## src/rtl/pm_evt_pkg.sv

```systemverilog
package pm_evt_pkg;
  localparam int unsigned OFS_STS_LO = 0;
  localparam int unsigned OFS_STS_HI = 1;
  localparam int unsigned OFS_EN_LO  = 2;
  localparam int unsigned OFS_EN_HI  = 3;
  localparam int unsigned OFS_CTL    = 4;
  localparam int unsigned OFS_GP_EN  = 5;
  localparam int unsigned OFS_LAST   = OFS_GP_EN;

  localparam int unsigned B_TMR = 0;
  localparam int unsigned B_GBL = 5;
  localparam int unsigned B_PWR = 0;
  localparam int unsigned B_ALM = 2;
  localparam int unsigned B_WAK = 7;
  localparam int unsigned B_SLP = 5;

  // status slot order inside the status vector
  localparam int unsigned S_TMR = 0;
  localparam int unsigned S_GBL = 1;
  localparam int unsigned S_PWR = 2;
  localparam int unsigned S_ALM = 3;
  localparam int unsigned N_STS = 4;
endpackage

```

## src/rtl/pm_sts_bit.sv

```systemverilog
module pm_sts_bit #(
  parameter bit CLEAR_WINS = 1'b0
) (
  input  logic clk_i,
  input  logic rst_ni,
  input  logic set_i,
  input  logic clr_i,
  output logic q_o
);
  logic nxt;

  generate
    if (CLEAR_WINS) begin : g_clr_pri
      assign nxt = clr_i ? 1'b0 : (set_i | q_o);
    end else begin : g_set_pri
      assign nxt = set_i | (q_o & ~clr_i);
    end
  endgenerate

  always_ff @(posedge clk_i or negedge rst_ni) begin
    if (!rst_ni) q_o <= 1'b0;
    else         q_o <= nxt;
  end

  generate
    if (CLEAR_WINS) begin : g_a_clr
      a_r10_clear_beats_set: assert property (@(posedge clk_i) disable iff (!rst_ni)
        clr_i |=> !q_o);
    end else begin : g_a_set
      a_r5_set_beats_clear: assert property (@(posedge clk_i) disable iff (!rst_ni)
        set_i |=> q_o);
      a_r5_clear_takes: assert property (@(posedge clk_i) disable iff (!rst_ni)
        (clr_i && !set_i) |=> !q_o);
    end
  endgenerate
endmodule

```

## src/rtl/pm_wake_ctrl.sv

```systemverilog
module pm_wake_ctrl (
  input  logic clk_i,
  input  logic rst_ni,
  input  logic sleep_wr_i,
  input  logic pm_access_i,
  input  logic wake_evt_i,
  input  logic wake_clr_i,
  output logic wake_o
);
  logic suspend_q;

  pm_sts_bit #(.CLEAR_WINS(1'b1)) u_wake (
    .clk_i (clk_i),
    .rst_ni(rst_ni),
    .set_i (suspend_q & wake_evt_i),
    .clr_i (wake_clr_i),
    .q_o   (wake_o)
  );

  // entering sleep outranks the exit caused by the same access
  always_ff @(posedge clk_i or negedge rst_ni) begin
    if (!rst_ni)                   suspend_q <= 1'b0;
    else if (sleep_wr_i)           suspend_q <= 1'b1;
    else if (pm_access_i && wake_o) suspend_q <= 1'b0;
  end

  a_r8_sleep_enters: assert property (@(posedge clk_i) disable iff (!rst_ni)
    sleep_wr_i |=> suspend_q);
  a_r9_wake_only_suspended: assert property (@(posedge clk_i) disable iff (!rst_ni)
    $rose(wake_o) |-> $past(suspend_q));
  a_r11_access_exits: assert property (@(posedge clk_i) disable iff (!rst_ni)
    (pm_access_i && wake_o && !sleep_wr_i) |=> !suspend_q);
endmodule

```

## src/rtl/pm_event_ctrl.sv

```systemverilog
module pm_event_ctrl
  import pm_evt_pkg::*;
#(
  parameter int unsigned ADDR_W = 3,
  parameter int unsigned GP_W   = 8
) (
  input  logic              clk_i,
  input  logic              rst_ni,
  input  logic              valid_i,
  input  logic              we_i,
  input  logic [ADDR_W-1:0] addr_i,
  input  logic [7:0]        wdata_i,
  output logic [7:0]        rdata_o,
  input  logic              tmr_evt_i,
  input  logic              glock_evt_i,
  input  logic              pwrbtn_evt_i,
  input  logic              alarm_evt_i,
  input  logic              swoff_evt_i,
  input  logic [GP_W-1:0]   gp_wake_i,
  output logic              sci_o,
  output logic              power_on_o
);
  localparam logic [ADDR_W-1:0] A_STS_LO = ADDR_W'(OFS_STS_LO);
  localparam logic [ADDR_W-1:0] A_STS_HI = ADDR_W'(OFS_STS_HI);
  localparam logic [ADDR_W-1:0] A_EN_LO  = ADDR_W'(OFS_EN_LO);
  localparam logic [ADDR_W-1:0] A_EN_HI  = ADDR_W'(OFS_EN_HI);
  localparam logic [ADDR_W-1:0] A_CTL    = ADDR_W'(OFS_CTL);
  localparam logic [ADDR_W-1:0] A_GP_EN  = ADDR_W'(OFS_GP_EN);
  localparam logic [ADDR_W-1:0] A_LAST   = ADDR_W'(OFS_LAST);

  logic             wr, pm_access;
  logic [N_STS-1:0] sts_set, sts_clr, sts_q, en_q;
  logic [GP_W-1:0]  gp_en_q;
  logic             wake_q, wake_evt, sleep_wr, wake_clr;

  assign wr        = valid_i & we_i;
  assign pm_access = valid_i & (addr_i <= A_LAST);

  assign sts_set[S_TMR] = tmr_evt_i;
  assign sts_set[S_GBL] = glock_evt_i;
  assign sts_set[S_PWR] = pwrbtn_evt_i;
  assign sts_set[S_ALM] = alarm_evt_i;

  assign sts_clr[S_TMR] = wr && addr_i == A_STS_LO && wdata_i[B_TMR];
  assign sts_clr[S_GBL] = wr && addr_i == A_STS_LO && wdata_i[B_GBL];
  assign sts_clr[S_PWR] = wr && addr_i == A_STS_HI && wdata_i[B_PWR];
  assign sts_clr[S_ALM] = wr && addr_i == A_STS_HI && wdata_i[B_ALM];
  assign wake_clr       = wr && addr_i == A_STS_HI && wdata_i[B_WAK];
  assign sleep_wr       = wr && addr_i == A_CTL    && wdata_i[B_SLP];

  generate
    for (genvar i = 0; i < N_STS; i++) begin : g_sts
      pm_sts_bit #(.CLEAR_WINS(1'b0)) u_bit (
        .clk_i (clk_i),
        .rst_ni(rst_ni),
        .set_i (sts_set[i]),
        .clr_i (sts_clr[i]),
        .q_o   (sts_q[i])
      );
    end
  endgenerate

  always_ff @(posedge clk_i or negedge rst_ni) begin
    if (!rst_ni) begin
      en_q    <= '0;
      gp_en_q <= '0;
    end else if (wr) begin
      if (addr_i == A_EN_LO) begin
        en_q[S_TMR] <= wdata_i[B_TMR];
        en_q[S_GBL] <= wdata_i[B_GBL];
      end
      if (addr_i == A_EN_HI) begin
        en_q[S_PWR] <= wdata_i[B_PWR];
        en_q[S_ALM] <= wdata_i[B_ALM];
      end
      if (addr_i == A_GP_EN) gp_en_q <= wdata_i[GP_W-1:0];
    end
  end

  // switch-off bypasses every enable
  assign wake_evt = (pwrbtn_evt_i & en_q[S_PWR]) | (alarm_evt_i & en_q[S_ALM]) |
                    swoff_evt_i | (|(gp_wake_i & gp_en_q));

  pm_wake_ctrl u_wake (
    .clk_i      (clk_i),
    .rst_ni     (rst_ni),
    .sleep_wr_i (sleep_wr),
    .pm_access_i(pm_access),
    .wake_evt_i (wake_evt),
    .wake_clr_i (wake_clr),
    .wake_o     (wake_q)
  );

  assign sci_o      = |(sts_q & en_q);
  assign power_on_o = sts_q[S_ALM] & en_q[S_ALM];

  always_comb begin
    rdata_o = '0;
    unique case (addr_i)
      A_STS_LO: begin
        rdata_o[B_TMR] = sts_q[S_TMR];
        rdata_o[B_GBL] = sts_q[S_GBL];
      end
      A_STS_HI: begin
        rdata_o[B_PWR] = sts_q[S_PWR];
        rdata_o[B_ALM] = sts_q[S_ALM];
        rdata_o[B_WAK] = wake_q;
      end
      A_EN_LO: begin
        rdata_o[B_TMR] = en_q[S_TMR];
        rdata_o[B_GBL] = en_q[S_GBL];
      end
      A_EN_HI: begin
        rdata_o[B_PWR] = en_q[S_PWR];
        rdata_o[B_ALM] = en_q[S_ALM];
      end
      A_GP_EN: rdata_o[GP_W-1:0] = gp_en_q;
      default: rdata_o = '0;
    endcase
  end

  a_r6_no_enable_no_sci: assert property (@(posedge clk_i) disable iff (!rst_ni)
    (en_q == '0) |-> !sci_o);
  a_r7_power_on_with_sci: assert property (@(posedge clk_i) disable iff (!rst_ni)
    power_on_o |-> sci_o);
  a_r3_reserved_read_zero: assert property (@(posedge clk_i) disable iff (!rst_ni)
    (valid_i && !we_i && addr_i == A_EN_HI) |-> (rdata_o[7:3] == 5'd0 && !rdata_o[1]));
  a_r8_ctl_reads_zero: assert property (@(posedge clk_i) disable iff (!rst_ni)
    (valid_i && addr_i == A_CTL) |-> rdata_o == 8'd0);
endmodule

```

## config.mk

```make
export PLATFORM = sky130hd
export DESIGN_NAME = pm_event_ctrl
export DESIGN_NICKNAME = d
export VERILOG_FILES = /design/src/rtl/pm_evt_pkg.sv /design/src/rtl/pm_sts_bit.sv /design/src/rtl/pm_wake_ctrl.sv /design/src/rtl/pm_event_ctrl.sv
export SDC_FILE = /design/constraint.sdc
export NUM_CORES = 1
export LEC_CHECK = 0
export CORE_UTILIZATION = 40
export CTS_BUF_LIST = sky130_fd_sc_hd__clkbuf_8
export DETAILED_ROUTE_END_ITERATION = 16
export GPL_TIMING_DRIVEN = 0
export PLACE_DENSITY = 0.75
export SYNTH_ARGS = -nofsm -noshare
export SYNTH_HDL_FRONTEND = slang
export SYNTH_SLANG_ARGS = --single-unit
```

## constraint.sdc

```tcl
create_clock -name clk_i -period 2.6 [get_ports clk_i]
set_clock_uncertainty 0.2 [all_clocks]
set_input_delay 0.78 -clock clk_i [delete_from_list [all_inputs] [get_ports clk_i]]
set_output_delay 0.78 -clock clk_i [all_outputs]
set_load 0.005 [all_outputs]
```

Yosys cells after proc, flatten, opt, wreduce, memory -nomap -nowiden
Cells that the tools add are included.
W data, S select, Z words.
{"block": "totals", "ff_bits": 18, "latch_bits": 0, "ramBits": 0, "romBits": 0, "n_memories": 0}
{"block": "op_classes", "addsub": 0, "mul": 0, "div_mod_pow": 0, "n_lt_le_gt_ge": 1, "eq_ne": 5, "n_shift": 0, "n_mux": 10, "bitwise_logic": 24, "n_reduce_logical": 17}
{"operator": "$and A1 B1 Y1", "count": 10}
{"operator": "$logic_and A1 B1 Y1", "count": 10}
{"operator": "$and A8 B8 Y8", "count": 1}
{"operator": "$or A1 B1 Y1", "count": 8}
{"operator": "$reduce_or A8 Y1", "count": 1}
{"operator": "$eq A3 B2 Y1 const B", "count": 2}
{"operator": "$eq A3 B3 Y1 const B", "count": 2}
{"operator": "$pmux W1 S3", "count": 2}
{"operator": "$reduce_and A2 Y1", "count": 3}
{"operator": "$mux W1", "count": 5}
{"operator": "$pmux W1 S5", "count": 1}
{"operator": "$and A4 B4 Y4", "count": 1}
{"operator": "$not A1 Y1", "count": 4}
{"operator": "$reduce_or A4 Y1", "count": 1}
{"operator": "$eq A3 B1 Y1 const B", "count": 1}
{"operator": "$le A3 B3 Y1 const B", "count": 1}
{"operator": "$logic_not A3 Y1", "count": 1}
{"operator": "$mux W2", "count": 1}
{"operator": "$pmux W1 S2", "count": 1}
{"operator": "$reduce_bool A2 Y1", "count": 1}

Depth between registers and ports, before layout
{"block": "logic_depth", "word_depth": 7, "depth_mapped": 5}

Modules after synthesis
From an unflattened synthesis, not the netlist that was laid out.
{"block": "hier_totals", "cells_unflattened": 91, "hier_area_um2": 1031.0}
{"mod": "pm_event_ctrl", "instances": 1, "cells_per_inst": 73, "area_per_inst_um2": 808.3}
{"mod": "pm_sts_bit at g_sts[0].u_bit ...", "instances": 4, "cells_per_inst": 3, "area_per_inst_um2": 36.3}
{"mod": "pm_wake_ctrl", "instances": 1, "cells_per_inst": 4, "area_per_inst_um2": 42.5}
{"mod": "pm_sts_bit at u_wake.u_wake", "instances": 1, "cells_per_inst": 2, "area_per_inst_um2": 35.0}

Worst setup path after synthesis
OpenSTA, ideal clock, no wires.
{"block": "synth_path", "kind": "input -> output", "from": "input port addr_i[1]", "to": "output port rdata_o[0]", "t_arrival_ps": 1473, "required_time_ps": 1620, "slack_ps": 147, "cell_stages": 4, "n_path_buf": 1, "path_cell_list": "clkbuf_1 -> mux4_1 -> inv_1 -> o21ai_0"}
{"block": "synth_between", "elab_chain_len": 2}
{"item": "start: declaration", "line_no": "pm_event_ctrl.sv:11", "text": "input logic [ADDR_W-1:0] addr_i,"}
{"item": "$eq A3 B3 Y1 (tied with other cells)", "line_no": "pm_event_ctrl.sv:99", "text": "unique case (addr_i)"}
{"item": "$pmux W1 S5 (*)", "line_no": "pm_event_ctrl.sv:99"}
{"item": "end: declaration", "line_no": "pm_event_ctrl.sv:13", "text": "output logic [7:0] rdata_o,"}
Every way passes the cells marked *; elsewhere a longest branch is shown, timed or not.

Worst setup path after layout
Same ends and word-level chain as after synthesis.

==> summary.md <==
| Metric | Value |
|---|---|
| Outcome | finished, violations left |
| Violations in the final reports | negative setup slack |
| Port-buffer cells | 36 |
| Hpwl dp | 1679 µm |
| Top-area cell type share of the netlist area | 44.78% |
| PnR worst setup slack | -0.02268 ns |
| Longest Clk Path Bufs | 2 |
| Dominant cells by area after synthesis | dfrtp_1 45%, mux2_4 12%, mux2_2 4.5%, and2_1 3.7%, mux2i_1 3.0% |
| CTS tree | yes |
| Top FF cell, synth | dfrtp_1 |
| WL per Instance | 14.63 µm |
| RSZ-0062 raised after global routing | true |
| Minimum clock period | 2.623 ns |
| Max-cap violations | 0 |
| Max stage delay cell, worst path | mux4_2 |
| Total track usage | 19.74% |
| Share of layout cells above drive strength 1 | 30.47% |
| Site Rows | 17 |
| P_sw | 201.5 µW |
| Post-CTS Hold Fix Bufs | 0 |
| Die Footprint | 0.002720 mm² |
| R2r setup slk | 1.15 ns |
| Top Ports | 38 |
| GR Overflow Total | 0 |
| Power Internal | 597.9 µW |
| Worst Setup Start Kind | primary input |
| Worst-path clk slew | 0.06 ns |
| Initial antenna violation count | 0 |
| Crit path DAT | 1.64 ns |
| Most frequent CP cell | buf_8 |
| Required time worst endpoint | 1.62 ns |
| Pwr Density | 536.0 mW/mm² |
| Initial Util | 43.79% |
| Yosys top cell by area | dfrtp_1 |
| Min Hold Slack | 0.3056 ns |
| First-pass GRT wire length | 3836 µm |
| Setup-failing EPs final | 1 |
| Mean Syn Cell Area | 12.27 µm² |
| Antenna cells | 0 |
| Worst r2r src | gp_en_q[0]$_DFFE_PN0P_ |
| Max Fclk | 381.3 MHz |
| Starting DRC count in detailed routing | 24 |
| Area of the multi-input gates | 529.3 µm² |
| Core Area | 0.002297 mm² |
| Most common cell after layout, fill and taps aside | clkdlybuf4s50_1 |
| Sequential Power Share | 47.7% |
| Worst skew pair latency | 0.25 ns |
| Wirelength, routed | 2283 µm |
| Max incr delay on CP | 0.28 ns |
| Post-synthesis cell type count | 27 |
| Post-synthesis async set-or-reset flop share | 100.0% |
| Pin count of the biggest net entering global routing | 19 |
| Routed vias | 837 |
| Yosys warnings | 0 |
| Hold_sp | g_sts[1].u_bit.q_o$_DFF_PN0_ |
| Vias in the first global route | 877 |
| H-tree depth | 1 |
| Cells along the critical path | buf_8 > buf_8 > buf_4 > mux4_2 > inv_2 > o21ai_1 > buf_2 |
| CP max FO | 5 |
| Kind of critical path | primary input to output port |
| Synthesized area | 0.001006 mm² |
| Post-DRT Antenna Nets | 0 |
| Peak VDD IR | 0.4426 mV |
| Fin. max-slew vios | 0 |
| Fin crit share | 100.9% |
| Nets | 158 |
| Layout fillers | 197 |
| Crit path capture type | output port |
| Commonest cells after routing, fill and taps aside | 26 x clkdlybuf4s50_1, 18 x dfrtp_1, 8 x mux2_4 |
| Comb power frac | 29.1% |
| Worst min path class | flop to flop |
| Register area | 450.4 µm² |
| Power share of the clock group | 23.2% |
| DP Worst Slack | -0.9522 ns |
| Post-synth net total | 110 |
| Clk root buf | clkbuf_8 |
| Sink Count | 18 |
| GP Congestion | 0.7600 |
| Mapped Cells | 82 |
| Die Y-Extent | 52.15 µm |
| Crit path from | addr_i[1] |
| Seq cells post-synth | 18 |
| CTS Buf Count | 3 |
| Worst-margin pin slew | 0.7567 ns |
| P&R area growth vs syn | 48.26% |
| Max-slew headroom | 49.40% |
| Leak | 0.6472 nW |
| Die W | 52.15 µm |
| Fin. Hold Viols | 0 |
| DR pass1 iterations | 4 |
| Sequential element share of the synthesized area | 44.78% |
| DR DRC count | 0 |
| Vias/cell | 5.365 |
| Switching Fraction | 25.20% |
| EDFF count, synth | 0 |
==> state kept, by name, indices dropped and copies added, names as in the netlist <==
name and count:
gp_en_q 8, en_q 4, g_sts.u_bit.q_o 4, u_wake.suspend_q 1, u_wake.u_wake.q_o 1
==> cell usage after synthesis, types with 2 or more instances <==
master	instances
dfrtp_1	18
mux2_4	8
and2_1	6
nand2_1	6
nand3_1	5
a21o_1	4
mux2_2	4
a22oi_1	3
mux2i_1	3
nand3b_1	3
o21ai_0	3
a22o_1	2
buf_6	2
nor2b_1	2
==> what timing repair did <==
item,4_1_cts,5_1_grt
endpoints found under the setup margin,8,6
resized for setup,38,6
pin swaps,2,1
setup buffers,7,0
==> stage by stage <==
stage               utilization (%)  instances  power, mW  instance area (µm²)  TNS (ns)
floorplan                         -         82     0.4995                 1006         0
finish                        64.92        156     0.7994                 1491  -0.02268
CTS                           65.41        156     0.8084                 1503  -0.05227
global route                  64.92        156     0.8481                 1491   -0.1100
detailed placement            61.00        146     0.6127                 1401    -6.695
global placement              61.00        146     0.6072                 1401    -6.913
==> critical path: cells and delay by family <==
kind | cells | cell delay [ns]
muxes | 1 | 0.28
buffers and inverters | 5 | 0.53
AOI/OAI and AO/OA | 1 | 0.06
==> power groups by stage <==
| stage | sequential [mW] | combinational, mW | clock (mW) |
|---|---|---|---|
| global route | 0.391 | 0.252 | 0.205 |
| finish | 0.381 | 0.233 | 0.185 |
| global placement | 0.384 | 0.223 | 0 |
| CTS | 0.381 | 0.234 | 0.194 |
| floorplan | 0.371 | 0.129 | 0 |
| detailed placement | 0.386 | 0.227 | 0 |
==> path summary, 6_finish.rpt <==
path,end,depth (start not counted)
worst max-delay path,rdata_o[0],7
worst min-delay path,g_sts[1].u_bit.q_o$_DFF_PN0_,1
min in group asynchronous,gp_en_q[0]$_DFFE_PN0P_,1
worst min register to register,g_sts[1].u_bit.q_o$_DFF_PN0_,1
max in group asynchronous,en_q[3]$_DFFE_PN0P_,1
worst max register to register,u_wake.u_wake.q_o$_DFF_PN0_,3
==> cell type report <==
cell class              instances  share of cell area [%]
multi-input cells              60                   35.49
flip-flops and latches         18                   30.20
repair buffers                 43                   26.43
clock buffers                   3                   2.768
plain buffers                   3                   2.517
well taps                      28                   2.349
inverters                       1                  0.2517
==> per-layer routing <==
| metal | vias to the layer above | track usage, % | wire (µm) |
|---|---|---|---|
| met2 | 31 | 31.41 | 1095 |
| li1 | 403 | - | - |
| met3 | 4 | 3.801 | 143 |
| met5 | - | 0 | 0 |
| met1 | 399 | 25.51 | 1012 |
| met4 | 0 | 9.649 | 32 |
==> kinds of logic after synthesis <==
| logic type | Yosys count | synth area share (%) |
|---|---|---|
| and+or+nand+nor | 27 | 17.29 |
| buffers and inverters | 4 | 2.984 |
| DFF | 18 | 44.78 |
| muxes | 16 | 22.02 |
| AOI/OAI and AO/OA | 17 | 12.94 |
Power figures use the tool's default switching activity.
